### src/rtl/nfa_pkg.sv
package nfa_pkg;
  localparam int PAGE_W   = 4;
  localparam int PAGE_LSB = 16;
  localparam int BUS_W    = 32;

  typedef struct packed {
    logic setEn;
    logic clrEn;
    logic nfaDrive;
  } strobe_t;
endpackage

### src/rtl/nfa_ctrl.sv
module nfa_ctrl (
  input  logic              clk,
  input  logic              rstN,
  input  logic              validSet,
  input  logic              validClr,
  input  logic              rdNextFree,
  input  logic              fullInN,
  input  logic              nfAny,
  input  logic              cmpStrobe,
  input  logic              cmpHit,
  input  logic              memAccess,
  input  logic              matchIn,
  input  logic              isLast,
  input  logic              devSelected,
  input  logic              statusRead,
  output nfa_pkg::strobe_t  strobes,
  output logic              statusDrive
);
  logic cmpModeQ;
  logic hitQ;
  logic respond;

  always_comb begin
    strobes.setEn    = validSet;
    strobes.clrEn    = validClr & ~validSet;
    strobes.nfaDrive = rdNextFree & ~fullInN & nfAny;
  end

  always_ff @(posedge clk) begin
    if (!rstN) begin
      cmpModeQ <= 1'b0;
      hitQ     <= 1'b0;
    end else if (cmpStrobe) begin
      cmpModeQ <= 1'b1;
      hitQ     <= cmpHit;
    end else if (memAccess) begin
      cmpModeQ <= 1'b0;
      hitQ     <= 1'b0;
    end
  end

  always_comb begin
    if (cmpModeQ) respond = ~matchIn & (hitQ | isLast);
    else          respond = devSelected;
  end

  always_ff @(posedge clk) begin
    if (!rstN) statusDrive <= 1'b0;
    else       statusDrive <= statusRead & respond;
  end

  AST_MATCHIN_QUIET: assert property (@(posedge clk) disable iff (!rstN)
    (statusRead && matchIn && cmpModeQ) |=> !statusDrive);
  AST_ACCESS_SELECT: assert property (@(posedge clk) disable iff (!rstN)
    (statusRead && !cmpModeQ) |=> (statusDrive == $past(devSelected)));
  AST_STROBE_EXCL: assert property (@(posedge clk) disable iff (!rstN)
    !(strobes.setEn && strobes.clrEn));
endmodule

### src/rtl/nfa_datapath.sv
module nfa_datapath #(
  parameter int ENTRIES = 64,
  localparam int ADDR_W = $clog2(ENTRIES)
) (
  input  logic                              clk,
  input  logic                              rstN,
  input  nfa_pkg::strobe_t                  strobes,
  input  logic [ADDR_W-1:0]                 validIdx,
  input  logic [nfa_pkg::PAGE_W-1:0]        pageAddr,
  input  logic                              fullInN,
  output logic                              nfAny,
  output logic [nfa_pkg::BUS_W-1:0]         busOut,
  output logic                              busDrive,
  output logic                              fullFlagN,
  output logic                              fullOutN
);
  logic [ENTRIES-1:0] occQ;
  logic [ADDR_W-1:0]  encIdx;
  logic               encAny;
  logic [ADDR_W-1:0]  nfIdxQ;
  logic               nfAnyQ;
  logic [nfa_pkg::BUS_W-1:0] word;

  always_ff @(posedge clk) begin
    if (!rstN)                occQ <= '0;
    else if (strobes.setEn)   occQ[validIdx] <= 1'b1;
    else if (strobes.clrEn)   occQ[validIdx] <= 1'b0;
  end

  always_comb begin
    encIdx = '0;
    encAny = 1'b0;
    for (int i = ENTRIES - 1; i >= 0; i--) begin
      if (!occQ[i]) begin
        encIdx = ADDR_W'(i);
        encAny = 1'b1;
      end
    end
  end

  always_ff @(posedge clk) begin
    if (!rstN) begin
      nfIdxQ <= '0;
      nfAnyQ <= 1'b1;
    end else begin
      nfIdxQ <= encIdx;
      nfAnyQ <= encAny;
    end
  end

  always_comb begin
    word = '0;
    word[ADDR_W-1:0] = nfIdxQ;
    word[nfa_pkg::PAGE_LSB +: nfa_pkg::PAGE_W] = pageAddr;
  end

  always_ff @(posedge clk) begin
    if (!rstN) begin
      busOut   <= '0;
      busDrive <= 1'b0;
    end else begin
      busOut   <= strobes.nfaDrive ? word : '0;
      busDrive <= strobes.nfaDrive;
    end
  end

  assign nfAny     = nfAnyQ;
  assign fullFlagN = nfAnyQ;
  assign fullOutN  = nfAnyQ | fullInN;

  AST_SET_MARKS: assert property (@(posedge clk) disable iff (!rstN)
    strobes.setEn |=> occQ[$past(validIdx)]);
  AST_CLR_FREES: assert property (@(posedge clk) disable iff (!rstN)
    strobes.clrEn |=> !occQ[$past(validIdx)]);
  AST_HIGH_ZERO: assert property (@(posedge clk) disable iff (!rstN)
    busOut[nfa_pkg::BUS_W-1:20] == '0);
  AST_QUIET_BUS: assert property (@(posedge clk) disable iff (!rstN)
    !busDrive |-> (busOut == '0));
  AST_DRIVE_NOT_FULL: assert property (@(posedge clk) disable iff (!rstN)
    busDrive |-> $past(nfAnyQ));
  AST_FULLOUT_NEEDS_FULL: assert property (@(posedge clk) disable iff (!rstN)
    !fullOutN |-> (!fullFlagN && !fullInN));
endmodule

### src/rtl/nfa_locator.sv
module nfa_locator #(
  parameter int ENTRIES = 64,
  localparam int ADDR_W = $clog2(ENTRIES)
) (
  input  logic              clk,
  input  logic              rstN,
  input  logic              validSet,
  input  logic              validClr,
  input  logic [ADDR_W-1:0] validIdx,
  input  logic [3:0]        pageAddr,
  input  logic              fullInN,
  input  logic              rdNextFree,
  output logic [31:0]       busOut,
  output logic              busDrive,
  output logic              fullFlagN,
  output logic              fullOutN,
  input  logic              cmpStrobe,
  input  logic              cmpHit,
  input  logic              memAccess,
  input  logic              matchIn,
  input  logic              isLast,
  input  logic              devSelected,
  input  logic              statusRead,
  output logic              statusDrive
);
  nfa_pkg::strobe_t strobes;
  logic             nfAny;

  nfa_ctrl u_ctrl (
    .clk(clk), .rstN(rstN),
    .validSet(validSet), .validClr(validClr),
    .rdNextFree(rdNextFree), .fullInN(fullInN), .nfAny(nfAny),
    .cmpStrobe(cmpStrobe), .cmpHit(cmpHit), .memAccess(memAccess),
    .matchIn(matchIn), .isLast(isLast), .devSelected(devSelected),
    .statusRead(statusRead),
    .strobes(strobes), .statusDrive(statusDrive)
  );

  nfa_datapath #(.ENTRIES(ENTRIES)) u_dp (
    .clk(clk), .rstN(rstN),
    .strobes(strobes), .validIdx(validIdx), .pageAddr(pageAddr),
    .fullInN(fullInN), .nfAny(nfAny),
    .busOut(busOut), .busDrive(busDrive),
    .fullFlagN(fullFlagN), .fullOutN(fullOutN)
  );
endmodule

### config.mk
export PLATFORM = sky130hd
export DESIGN_NAME = nfa_locator
export DESIGN_NICKNAME = d
export VERILOG_FILES = /design/src/rtl/nfa_pkg.sv /design/src/rtl/nfa_ctrl.sv /design/src/rtl/nfa_datapath.sv /design/src/rtl/nfa_locator.sv
export SDC_FILE = /design/constraint.sdc
export NUM_CORES = 1
export LEC_CHECK = 0
export BUFFER_PORTS_ARGS = -buffer_cell sky130_fd_sc_hd__buf_2
export CAP_MARGIN = 20
export CORE_MARGIN = 5
export CORE_UTILIZATION = 40
export DETAILED_ROUTE_END_ITERATION = 12
export PLACE_DENSITY = 0.69
export SLEW_MARGIN = 30
export SYNTH_ARGS = -nofsm -noshare
export SYNTH_HDL_FRONTEND = slang
export SYNTH_HIERARCHICAL = 1
export SYNTH_SLANG_ARGS = --single-unit
### constraint.sdc
create_clock -name clk -period 1.6 [get_ports clk]
set_input_delay 0.08 -clock clk [delete_from_list [all_inputs] [get_ports clk]]
set_output_delay 0.08 -clock clk [all_outputs]
set_load 0.02 [all_outputs]
==> results by group <==
Timing
  • Final setup violation count: 1
  • Slew HR: between 50% and 60%
  • Final setup margin: -0.0948 ns
  • Final worst-path cycle share: 106%
  • Achievable Freq: 0.590 GHz
  • Final hold vios: 0
  • Max Slew Vio Count: 0
  • Minimum clock period: ~1.7 ns
  • Slew @ Worst Pin: 0.675 ns
  • RSZ-0062 raised after global routing: yes
  • Skew final: between 0.006 and 0.007 ns

Global routing
  • Initial antenna violation count: 0
  • Vias in the first global route: between 3,000 and 4,000
  • Grt ovf: 0
  • Largest net degree at the start of global routing: 80
  • First-pass GRT wire length: between 15 and 20 mm
  • Gr usage total: between 10% and 20%

Power
  • Clock Power Share: between 30% and 40%
  • P per Cell Area: 748 nW/µm²
  • Int Pwr: ~2.9 mW
  • Comb power frac: a little under a tenth
  • Leakage: 1.91 nW
  • Final Power: 3.90 mW
  • Sw Share: between 20 and 30%
  • P_sw: 1.01 mW
  • Worst vdd ir: between 400 and 500 µV
  • Register share of total power: a little over half

Floorplan
  • Die area: around 13,000 µm²
  • Starting Density: roughly 41%
  • I/O pin count: 59
  • FP Rows: 38
  • Core area: 10,800 µm²
  • Die extent in x: approximately 120 µm
  • Die extent in y: 115 µm

Clocking
  • Clock insertion delay at the later pin of the skew report: 0.36 ns
  • CTS tree: yes
  • Clk slew on worst S/H paths: approximately 0.08 ns
  • Root Buffer Master: clkbuf_8
  • Clock Sinks: 85
  • H-tree depth: 3
  • CTS Buf Count: 9
  • CTS max path bufs: 2

Outcome
  • Failing checks: negative setup slack
  • Status: complete, but fails checks

Synthesis
  • Post-synthesis register bit count: 85
  • Cell Area, Synth: about 4400 µm²
  • Synth Flop Type: dfxtp_1
  • Post-synth top area share: between 30% and 40%
  • Yosys warns: 6
  • Synth async-reset ratio: 0%
  • Synth top area cells: dfxtp_1 39%, mux2i_1 9.1%, nor2b_1 6.7%, nand2_1 5.2%, a21boi_0 4.6%
  • Post-synthesis sequential area ratio: between 30 and 40%
  • EDFF count, synth: 0
  • Cell variety after synth: 52
  • Syn_area_per_cell: 8.16 µm²
  • Post-synthesis cell count: 541
  • Biggest area consumer among synthesized cells: dfxtp_1

Detailed routing
  • Vias per inst: about 5.4
  • Post-Route WL: around 12 mm
  • Initial DRC Count: 450
  • DRT Pass-1 Iters: 5
  • Total number of vias: approximately 4,000
  • Wirelength per Cell: ~16 µm
  • DR DRC count: 0
  • DRT antenna net count: 0

Finish
  • Post-layout nets: 629
  • Ratio of cells with drive above 1 in the final layout: 22.1%
  • Area growth syn-to-layout: 18.2%
  • Most frequent cells in the layout: 73 x dfxtp_1, 60 x nand2_1, 48 x nor2_1
  • Most common cell after layout, fill and taps aside: dfxtp_1
  • Fin cells: approximately 750
  • ANT cells: 0
  • Fillcell total: ~1,000

Placed design
  • I/O Buffers: 36
  • Dpl cells: 724
  • Gpl congestion: between 0.9 and 1
  • DP HPWL: just over 8 mm

Worst setup path
  • Path type of the worst setup path: reg -> reg
  • Critical path's top delay family: compound AO/OA/AOI/OAI gates
  • R2r setup slk: -0.09 ns
  • Critical path endpoint category: flip-flop
  • Slowest cell delay on critical path: 0.35 ns
  • Slowest stage cell, crit path: a211o_1
  • Data arrival time of the critical path: ~2.0 ns
  • Req. time, crit path: between 1.5 and 2 ns
  • Crit path launch type: flip-flop
  • Critical Path Fanout Max: 2
  • Critical path buffers and inverters: 1
  • CP Cell Sequence: buf_6, nand2_2, o221ai_2, a211o_1, a221oi_2, o211ai_1, a31oi_1

Run
  • Max-cap viol count: 0

Min path
  • Worst hold path type: in -> reg
## timing repair
action	CTS	global route
endpoints found under the hold margin	7	0
hold buffers	7	0
endpoints found under the setup margin	2	6
setup buffers	0	4
pin swaps	0	9
gates resized for setup	2	32
## synth_stat cells, drive strengths merged, types with 2 or more instances
cell     instances
a2111oi          2
nor3b            3
nand4           26
and3            14
o221ai           2
nor2            52
nand2           63
mux2i           40
clkbuf          20
nand2b           6
a31oi            7
nor4             5
nand3           16
nor2b           48
buf             32
inv             11
and3b            2
a21oi            8
o31ai            2
nor3             4
o21ai           33
or2              5
o22ai            2
a21boi          27
nand3b           2
dfxtp           85
o211ai           4
and2             5
a211oi           3
## metrics by stage
| step | setup slack, ns | TNS (ns) | utilization, % | hold slack (ns) | instance area, µm² |
|---|---|---|---|---|---|
| 2_1_floorplan | 0.139 | 0 | - | 0.198 | 4490 |
| 3_3_place_gp | -0.0453 | -0.0453 | 44.6 | 0.312 | 4830 |
| 3_5_place_dp | -0.0423 | -0.0453 | 44.6 | 0.320 | 4830 |
| 4_1_cts | 0.00519 | 0 | 47.0 | 0.0536 | 5090 |
| 5_1_grt | -0.110 | -0.231 | 48.1 | 0.0669 | 5220 |
| 6_report | -0.0948 | -0.0948 | 48.1 | 0.0604 | 5220 |
## tightest hold or removal path, stage by stage
cell,delay (ns)
buf_2,0.10
nor3b_2,0.04
a21oi_1,0.10
nor2b_1,0.05
## area by class of cell
cell class	count	area (µm²)	share of cell area, %
timing repair buffer	85	573	11.0
clock inverter	4	22.5	0.432
inverter	11	41.3	0.792
multi-input combinational	414	2530	48.5
clock buffer	12	155	2.97
sequential	85	1720	33.0
tap	140	175	3.36
## cell families (layout without fill, tap and decap cells)
logic type | after synthesis | after routing | synth area share (%)
other | 1 | 22 | 0.0850
and+or+nand+nor | 256 | 256 | 30.5
AOI/OAI and AO/OA | 96 | 96 | 14.1
DFF | 85 | 85 | 38.6
muxes | 40 | 40 | 9.07
buffers and inverters | 63 | 112 | 7.68
## routing by layer
layer  vias to the layer above  GRT usage, %  routed length (µm)
li1                       1966             -                   -
met1                      1870          23.8                5170
met2                       160          29.7                5660
met3                        24          3.37                1030
met4                         0          8.06                 273
met5                         -             0                   0
## path summary, 6_finish.rpt
path | start | endpoint | cells after the start
max | flip-flop | u_dp/nfIdxQ[0]$_SDFF_PN0_ | 7
min | memAccess | u_ctrl/hitQ$_SDFFE_PN0P_ | 4
max reg2reg | flip-flop | u_dp/nfIdxQ[0]$_SDFF_PN0_ | 7
min reg2reg | u_dp/nfIdxQ[0]$_SDFF_PN0_ | u_dp/busOut[0]$_SDFF_PN0_ | 1
## power by group through the flow
stage / registers (mW) / clock network [mW] / logic, mW
after floorplan: 2.19 / 0 / 0.260
after global placement: 2.19 / 0 / 0.331
after detailed placement: 2.19 / 0 / 0.336
after CTS: 2.14 / 1.42 / 0.349
after global routing: 2.14 / 1.51 / 0.384
final: 2.14 / 1.40 / 0.357
(Power assumes the default switching activity.)
